[src/rtl/wake_pkg.sv]
package wake_pkg;
  localparam int REG_AW = 4;
  localparam logic [REG_AW-1:0] A_STS0 = 4'h0;
  localparam logic [REG_AW-1:0] A_EN0  = 4'h1;
  localparam logic [REG_AW-1:0] A_STS2 = 4'h2;
  localparam logic [REG_AW-1:0] A_EN2  = 4'h3;
  localparam logic [REG_AW-1:0] A_GSTS = 4'h4;
  localparam logic [REG_AW-1:0] A_GEN  = 4'h5;
  localparam logic [REG_AW-1:0] A_GINV = 4'h6;
  localparam logic [REG_AW-1:0] A_GBTH = 4'h7;
  localparam logic [REG_AW-1:0] A_CTRL = 4'h8;
  localparam logic [REG_AW-1:0] A_ROUT = 4'h9;
  localparam logic [REG_AW-1:0] A_SUMM = 4'hA;
  localparam int SMI_BIT   = 3;
  localparam int ROUTE_BIT = 5;

  typedef struct packed {
    logic push_pull;
    logic act_high;
    logic glob_en;
  } ctrl_t;

  function automatic logic pin_level(input logic req, input logic act_high);
    return act_high ? req : ~req;
  endfunction

  function automatic logic pin_drive_en(input logic level, input logic push_pull);
    return push_pull | ~level;
  endfunction
endpackage

[src/rtl/wake_edge.sv]
module wake_edge #(
  parameter int W = 1,
  parameter logic [W-1:0] RST_VAL = '0
) (
  input  logic         clk,
  input  logic         rst_n,
  input  logic [W-1:0] din,
  input  logic [W-1:0] fall_sel,
  input  logic [W-1:0] both_sel,
  output logic [W-1:0] pulse
);
  logic [W-1:0] s1_q, s2_q, prv_q;
  logic [W-1:0] rise, fall;

  always_ff @(posedge clk or negedge rst_n) begin
    if (!rst_n) begin
      s1_q  <= RST_VAL;
      s2_q  <= RST_VAL;
      prv_q <= RST_VAL;
    end else begin
      s1_q  <= din;
      s2_q  <= s1_q;
      prv_q <= s2_q;
    end
  end

  assign rise = s2_q & ~prv_q;
  assign fall = ~s2_q & prv_q;

  for (genvar i = 0; i < W; i++) begin : g_sel
    always_comb begin
      if (both_sel[i])      pulse[i] = rise[i] | fall[i];
      else if (fall_sel[i]) pulse[i] = fall[i];
      else                  pulse[i] = rise[i];
    end
  end
endmodule

[src/rtl/wake_status_bank.sv]
module wake_status_bank #(
  parameter int W = 8
) (
  input  logic         clk,
  input  logic         rst_n,
  input  logic [W-1:0] set_v,
  input  logic [W-1:0] clr_v,
  input  logic [W-1:0] en_v,
  output logic [W-1:0] sts_q,
  output logic         hit
);
  always_ff @(posedge clk or negedge rst_n) begin
    if (!rst_n) sts_q <= '0;
    else        sts_q <= (sts_q & ~clr_v) | set_v;
  end

  assign hit = |(sts_q & en_v);
endmodule

[src/rtl/wake_pin_drv.sv]
module wake_pin_drv
  import wake_pkg::*;
(
  input  logic  req,
  input  ctrl_t ctrl,
  output logic  pme_o,
  output logic  pme_oe
);
  logic level;
  assign level  = pin_level(req, ctrl.act_high);
  assign pme_oe = pin_drive_en(level, ctrl.push_pull);
  assign pme_o  = ctrl.push_pull ? level : 1'b0;
endmodule

[src/rtl/wake_aggregator.sv]
module wake_aggregator
  import wake_pkg::*;
#(
  parameter int GPIO_W = 8
) (
  input  logic              clk,
  input  logic              rst_n,
  input  logic [1:0]        ri_n,
  input  logic              kbd_data,
  input  logic              mouse_data,
  input  logic [GPIO_W-1:0] gpio_in,
  input  logic              fan_evt,
  input  logic              ir_frame_ok,
  input  logic              smi_group,
  input  logic [3:0]        reg_addr,
  input  logic              reg_wr,
  input  logic [7:0]        reg_wdata,
  output logic [7:0]        reg_rdata,
  output logic              pme_o,
  output logic              pme_oe
);
  localparam int NFIX = 6;
  localparam int NASY = 5;
  localparam int NSRC = NFIX + 1 + GPIO_W;
  localparam int GLO  = NFIX + 1;

  logic [NFIX-1:0]   en_fix_q;
  logic              en_smi_q;
  logic [GPIO_W-1:0] en_gpio_q, gfall_q, gboth_q;
  ctrl_t             ctrl_q;
  logic              route_q;

  logic [NASY-1:0]   asy_set;
  logic [GPIO_W-1:0] gpio_set;
  logic [NSRC-1:0]   set_v, clr_v, en_v, sts_v;
  logic              hit, req;

  // Register writes
  always_ff @(posedge clk or negedge rst_n) begin
    if (!rst_n) begin
      en_fix_q  <= '0;
      en_smi_q  <= 1'b0;
      en_gpio_q <= '0;
      gfall_q   <= '0;
      gboth_q   <= '0;
      ctrl_q    <= '0;
      route_q   <= 1'b0;
    end else if (reg_wr) begin
      case (reg_addr)
        A_EN0:  en_fix_q  <= reg_wdata[NFIX-1:0];
        A_EN2:  en_smi_q  <= reg_wdata[SMI_BIT];
        A_GEN:  en_gpio_q <= reg_wdata[GPIO_W-1:0];
        A_GINV: gfall_q   <= reg_wdata[GPIO_W-1:0];
        A_GBTH: gboth_q   <= reg_wdata[GPIO_W-1:0];
        A_CTRL: ctrl_q    <= '{push_pull: reg_wdata[7], act_high: reg_wdata[1],
                               glob_en: reg_wdata[0]};
        A_ROUT: route_q   <= reg_wdata[ROUTE_BIT];
        default: ;
      endcase
    end
  end

  // Fixed asynchronous sources: ring0, ring1, kbd, mouse fall; fan rises
  wake_edge #(.W(NASY), .RST_VAL(5'b01111)) u_asy_edge (
    .clk      (clk),
    .rst_n    (rst_n),
    .din      ({fan_evt, mouse_data, kbd_data, ri_n[1], ri_n[0]}),
    .fall_sel (5'b01111),
    .both_sel (5'b00000),
    .pulse    (asy_set)
  );

  wake_edge #(.W(GPIO_W), .RST_VAL('0)) u_gpio_edge (
    .clk      (clk),
    .rst_n    (rst_n),
    .din      (gpio_in),
    .fall_sel (gfall_q),
    .both_sel (gboth_q),
    .pulse    (gpio_set)
  );

  assign set_v = {gpio_set, smi_group & route_q, ir_frame_ok, asy_set};
  assign en_v  = {en_gpio_q, en_smi_q, en_fix_q};

  always_comb begin
    clr_v = '0;
    if (reg_wr) begin
      case (reg_addr)
        A_STS0: clr_v[NFIX-1:0]      = reg_wdata[NFIX-1:0];
        A_STS2: clr_v[NFIX]          = reg_wdata[SMI_BIT];
        A_GSTS: clr_v[NSRC-1:GLO]    = reg_wdata[GPIO_W-1:0];
        default: ;
      endcase
    end
  end

  wake_status_bank #(.W(NSRC)) u_bank (
    .clk   (clk),
    .rst_n (rst_n),
    .set_v (set_v),
    .clr_v (clr_v),
    .en_v  (en_v),
    .sts_q (sts_v),
    .hit   (hit)
  );

  assign req = ctrl_q.glob_en & hit;

  wake_pin_drv u_pin (
    .req    (req),
    .ctrl   (ctrl_q),
    .pme_o  (pme_o),
    .pme_oe (pme_oe)
  );

  // Register reads
  always_comb begin
    reg_rdata = '0;
    case (reg_addr)
      A_STS0: reg_rdata = 8'(sts_v[NFIX-1:0]);
      A_EN0:  reg_rdata = 8'(en_fix_q);
      A_STS2: reg_rdata[SMI_BIT] = sts_v[NFIX];
      A_EN2:  reg_rdata[SMI_BIT] = en_smi_q;
      A_GSTS: reg_rdata = 8'(sts_v[NSRC-1:GLO]);
      A_GEN:  reg_rdata = 8'(en_gpio_q);
      A_GINV: reg_rdata = 8'(gfall_q);
      A_GBTH: reg_rdata = 8'(gboth_q);
      A_CTRL: reg_rdata = {ctrl_q.push_pull, 5'b0, ctrl_q.act_high, ctrl_q.glob_en};
      A_ROUT: reg_rdata[ROUTE_BIT] = route_q;
      A_SUMM: reg_rdata[0] = hit;
      default: ;
    endcase
  end
endmodule

[config.mk]
export PLATFORM = sky130hd
export DESIGN_NAME = wake_aggregator
export DESIGN_NICKNAME = d
export VERILOG_FILES = /design/src/rtl/wake_pkg.sv /design/src/rtl/wake_edge.sv /design/src/rtl/wake_status_bank.sv /design/src/rtl/wake_pin_drv.sv /design/src/rtl/wake_aggregator.sv
export SDC_FILE = /design/constraint.sdc
export NUM_CORES = 1
export LEC_CHECK = 0
export ABC_AREA = 1
export ABC_CLOCK_PERIOD_IN_PS = 2200
export BUFFER_PORTS_ARGS = -buffer_cell sky130_fd_sc_hd__buf_4
export CORE_MARGIN = 4
export CORE_UTILIZATION = 60
export DETAILED_ROUTE_END_ITERATION = 8
export PLACE_DENSITY_LB_ADDON = 0.3
export SKIP_CTS_REPAIR_TIMING = 1
export SLEW_MARGIN = 20
export SYNTH_ARGS = -nofsm -noshare
export SYNTH_HDL_FRONTEND = slang
export SYNTH_SLANG_ARGS = --single-unit
[constraint.sdc]
create_clock -name clk -period 2.2 [get_ports clk]
set_input_delay 0.11 -clock clk [delete_from_list [all_inputs] [get_ports clk]]
set_output_delay 0.11 -clock clk [all_outputs]
set_load 0.01 [all_outputs]
# Word-level counts from Yosys, hierarchy flattened
# Cells that the tools add are included.
# word_totals
ff_bits	89
in_bits	30
out_inout_bits	10
# classes
bitwise_logic	25
reduce_logical	9
n_eq_ne	10
muxes	28
# ops
op	n
$and A15 B15 Y15	2
$mux W1	19
$and A8 B8 Y8	2
$eq A4 B3 Y1 const B	4
$not A8 Y8	2
$pmux W1 S8	2
$mux W15	1
$not A15 Y15	1
$or A15 B15 Y15	1
$reduce_or A15 Y1	1
$pmux W2 S7	1
$reduce_and A2 Y1	7
$eq A4 B4 Y1 const B	3
$pmux W2 S5	1
$or A1 B1 Y1	9
$eq A4 B2 Y1 const B	2
$mux W8	1
$pmux W1 S7	1
$mux W6	1
$pmux W1 S6	1
$and A5 B5 Y5	1
$not A5 Y5	1
$and A4 B4 Y4	1
$eq A4 B1 Y1 const B	1
other kinds (4)	6

# Depth between registers and ports, before layout
# logic_depth
ltp_word	7
mapped_depth	9

# Modules after synthesis
# A second synthesis with hierarchy kept.
# unflattened
hier_cells	573
area_unflattened_um2	4672.0
# modules_own_cells
module	cells_per_inst	instances	area_per_inst_um2
wake_aggregator	278	1	2065.7
wake_edge (u_gpio_edge)	128	1	1161.1
wake_edge (u_asy_edge)	80	1	740.7
wake_status_bank	79	1	673.1
wake_pin_drv	8	1	31.3

# Worst setup path before layout
# Ideal clock, no wire load.
# synth_timing
path_type	register to output
start	reg en_fix_q[4]
end	out pme_o
slack_ns	1.065
arrival_ns	1.025
path_buffers	0
t_required_ns	2.090
path_stages_with_launch	8
cell_sequence	dfrtp_1 -> nand2_1 -> nand2_1 -> nor3_1 -> nand2_1 -> nand3_1 -> nand2_1 -> nor2_1
# synth_via
elab_chain_cells	6
# synth_lines
item	line_no	rtl
start, declared	wake_aggregator.sv:27	logic [NFIX-1:0] en_fix_q;
start signal, assigned	wake_aggregator.sv:50	A_EN0: en_fix_q <= reg_wdata[NFIX-1:0];
$and A15 B15 Y15 *	wake_status_bank.sv:17	assign hit = |(sts_q & en_v);
$reduce_or A15 Y1 *	wake_status_bank.sv:17	
$and A1 B1 Y1 *	wake_aggregator.sv:107	assign req = ctrl_q.glob_en & hit;
$not A1 Y1	wake_pkg.sv:24	return act_high ? req : ~req;
$mux W1 *	wake_pkg.sv:24	
$mux W1 *	wake_pin_drv.sv:12	assign pme_o = ctrl.push_pull ? level : 1'b0;
end, declared	wake_aggregator.sv:19	output logic pme_o,
# Every way passes the cells marked *; elsewhere a longest branch is shown, timed or not.

# Worst setup path in the final report
# layout_timing
start	reg en_gpio_q[0]
end	out pme_o
# layout_via
elab_chain_cells	6
# layout_lines
item	line_no	rtl
start, declared	wake_aggregator.sv:29	logic [GPIO_W-1:0] en_gpio_q, gfall_q, gboth_q;
start signal, assigned	wake_aggregator.sv:52	A_GEN: en_gpio_q <= reg_wdata[GPIO_W-1:0];
$and A15 B15 Y15 *	wake_status_bank.sv:17	
$reduce_or A15 Y1 *	wake_status_bank.sv:17	
$and A1 B1 Y1 *	wake_aggregator.sv:107	
$not A1 Y1	wake_pkg.sv:24	
$mux W1 *	wake_pkg.sv:24	
$mux W1 *	wake_pin_drv.sv:12	
# Marked as above.

==> results.md <==
* Status: completed
* CTS Root Cell: clkbuf_8
* Placed cell area at 4290 µm²
* Yosys warns at 0
* Max_cap viols at 0
* HP Class: in2reg
* H-tree depth at 3
* Setup Viol. Count Final at 0
* Gp weighted congestion at 0.859
* Most frequent cell on the critical path: nand2_1
* Clk_lat worst skew at 360 ps
* Leak at 2.26 nW
* Fin crit period at 1760 ps
* Clock tree sinks at 89
* DRT Wirelength at 8.64 mm
* Hold Slack at 62.3 ps
* I/O pin cnt at 40
* CP startpoint kind: flip-flop
* Critical path endpoint category: output pin
* Number of fill cells in the layout at 464
* Mapped cell area at 3920 µm²
* Power, Total at 3.68 mW
* I/O Buffers at 39
* Fmax achieved at 567 MHz
* Std-Cell Rows at 29
* Most frequent cells in the layout: nand2_1, dfrtp_1, inv_1, buf_4, o21ai_0
* Syn_nets at 465
* Avg Inst Size Synth at 9.36 µm²
* WL per Instance at 15.4 µm
* Clock tree buffer depth at 2
* Rel. slew slack at 62.2%
* Clock transition at path regs at 90 ps
* Max stage delay on crit path at 420 ps
* Die area at 7890 µm²
* Vias at 3103
* Final #Nets at 527
* Die X at 88.8 µm
* Post-synthesis sequential element count at 89
* Fin Setup TNS at 0 ps
* Worst Path Required at 2090 ps
* Number of buffers created by CTS at 9
* Layout cells sized above 1 at 19.5%
* Register area share after synthesis at 57.2%
* Number of global-route vias before repair at 3089
* Mapped Cells at 419
* Initial antenna violation count at 0
* RSZ-0062 raised after global routing: no
* Cell Pwr Density at 791 nW/µm²
* Max rail drop VDD at 0.583 mV
* ANT cells at 0
* Overflow after GRT at 0
* First DRT Iteration DRCs at 334
* Final worst setup slack at 435 ps
* Worst Path Arrival at 1650 ps
* Final hold vios at 0
* CORE AREA at 6350 µm²
* Final worst-path cycle share at 80.2%
* CP Max Fanout at 3
* Area Overhead vs Synth at 18.5%
* Initial Util at 61.8%
* DRC at 0
* Vias/cell at 5.51
* Die Span Y at 88.8 µm
* Crit-path cells: nand2_1 > nand2_1 > inv_1 > nand2_1 > nor2_1 > nand2_1 > nand3_1 > nand2_1 > nor2_1 > buf_4
* Most common library cell in the layout ignoring fill and taps: nand2_1
* Setup CP Type: reg2out
* First-pass GRT wire length at 14.1 mm
* Pre-CTS WS at 720 ps
* CP top delay family: simple AND/OR/NAND/NOR gates
* Hpwl dp at 6.10 mm
* Total track usage at 24.0%
* Largest net degree at the start of global routing at 46
* Worst slew pin tran at 567 ps
* Fin. max-slew vios at 0
* Fin area at 4650 µm²
* Synth cell types at 27
* Final ANT Viol Nets at 0
* Drt first pass iters at 5
* CTS tree: built
* Clock skew at 5.03 ps
* Buf+Inv Stages, Crit Path at 2
* Slowest cell on the critical path: dfrtp_1
[registers in the layout (all words and copies together) (netlist names)]
name               cells
u_asy_edge.prv_q       5
u_gpio_edge.prv_q      8
gboth_q                8
gfall_q                8
u_asy_edge.s2_q        5
en_fix_q               6
u_asy_edge.s1_q        5
u_gpio_edge.s2_q       8
en_smi_q               1
ctrl_q                 3
u_bank.sts_q          15
route_q                1
u_gpio_edge.s1_q       8
en_gpio_q              8
[cell type report]
| type | count | area, µm² | area share, % |
|---|---|---|---|
| sequential | 89 | 2240 | 48.3 |
| clock inverter | 6 | 67.6 | 1.45 |
| inverter | 46 | 173 | 3.72 |
| clock buffer | 10 | 128 | 2.75 |
| tap | 77 | 96.3 | 2.07 |
| timing repair buffer | 56 | 473 | 10.2 |
| multi-input combinational | 279 | 1470 | 31.6 |
[cell usage after synthesis, drive strengths merged]
| master | count | area (µm²) |
|---|---|---|
| dfrtp | 77 | 1930 |
| a21o | 1 | 7.51 |
| o21ai | 61 | 332 |
| nand3 | 13 | 65.1 |
| buf | 5 | 40.0 |
| nand2 | 143 | 547 |
| nor2 | 20 | 118 |
| dfstp | 12 | 315 |
| inv | 46 | 173 |
| o211ai | 3 | 22.5 |
| nor3 | 2 | 15.0 |
| o21bai | 1 | 7.51 |
| or2 | 1 | 6.26 |
| mux2 | 7 | 78.8 |
| nand4 | 8 | 50.1 |
| o31ai | 1 | 7.51 |
| a21oi | 2 | 10.0 |
| ha | 16 | 200 |
[where the power goes]
part	internal [mW]	switching [mW]	leakage [nW]
sequential	1.82	0.154	1.02
clock	0.529	0.580	0.0929
combinational	0.267	0.325	1.15
total	2.62	1.06	2.26
[logic make-up after synthesis]
family                   after synthesis  synth area share [%]
AND/OR/NAND/NOR                      187                  20.4
flip-flops                            89                  57.2
AO/OA/AOI/OAI                         69                  9.86
buffers and inverters                 51                  5.42
adder cells (fa/ha/maj)               16                  5.11
multiplexers                           7                  2.01
[routing by layer]
| metal | track usage, % | vias up | wire, µm |
|---|---|---|---|
| met3 | 5.96 | 22 | 520 |
| met5 | 0 | - | 0 |
| met2 | 40.9 | 101 | 4400 |
| met1 | 29.7 | 1514 | 3540 |
| li1 | - | 1466 | - |
| met4 | 8.38 | 0 | 188 |
[path summary, 6_finish.rpt]
kind	cells past startpoint	endpoint	slack, ps	startpoint
min reg2reg	0	u_gpio_edge.s2_q[3]	360	u_gpio_edge.s1_q[3]
max	10	pme_o	440	en_gpio_q[0]
min	3	gboth_q[2]	60	reg_wdata[2]
min in group asynchronous	2	route_q	280	rst_n
max reg2reg	5	u_bank.sts_q[7]	970	u_gpio_edge.s2_q[0]
max in group asynchronous	3	u_asy_edge.s1_q[1]	1240	rst_n
[worst min-delay path, stage by stage]
cell,delay (ps)
buf_4,90
inv_1,70
o21ai_2,120
[metrics by stage]
step | cells | util, %
after floorplan | 419 | -
after global routing | 563 | 73.2
after detailed placement | 531 | 67.6
final | 563 | 73.2
after global placement | 531 | 67.6
after CTS | 547 | 70.6
No activity file was read; power rests on OpenSTA's default activity.
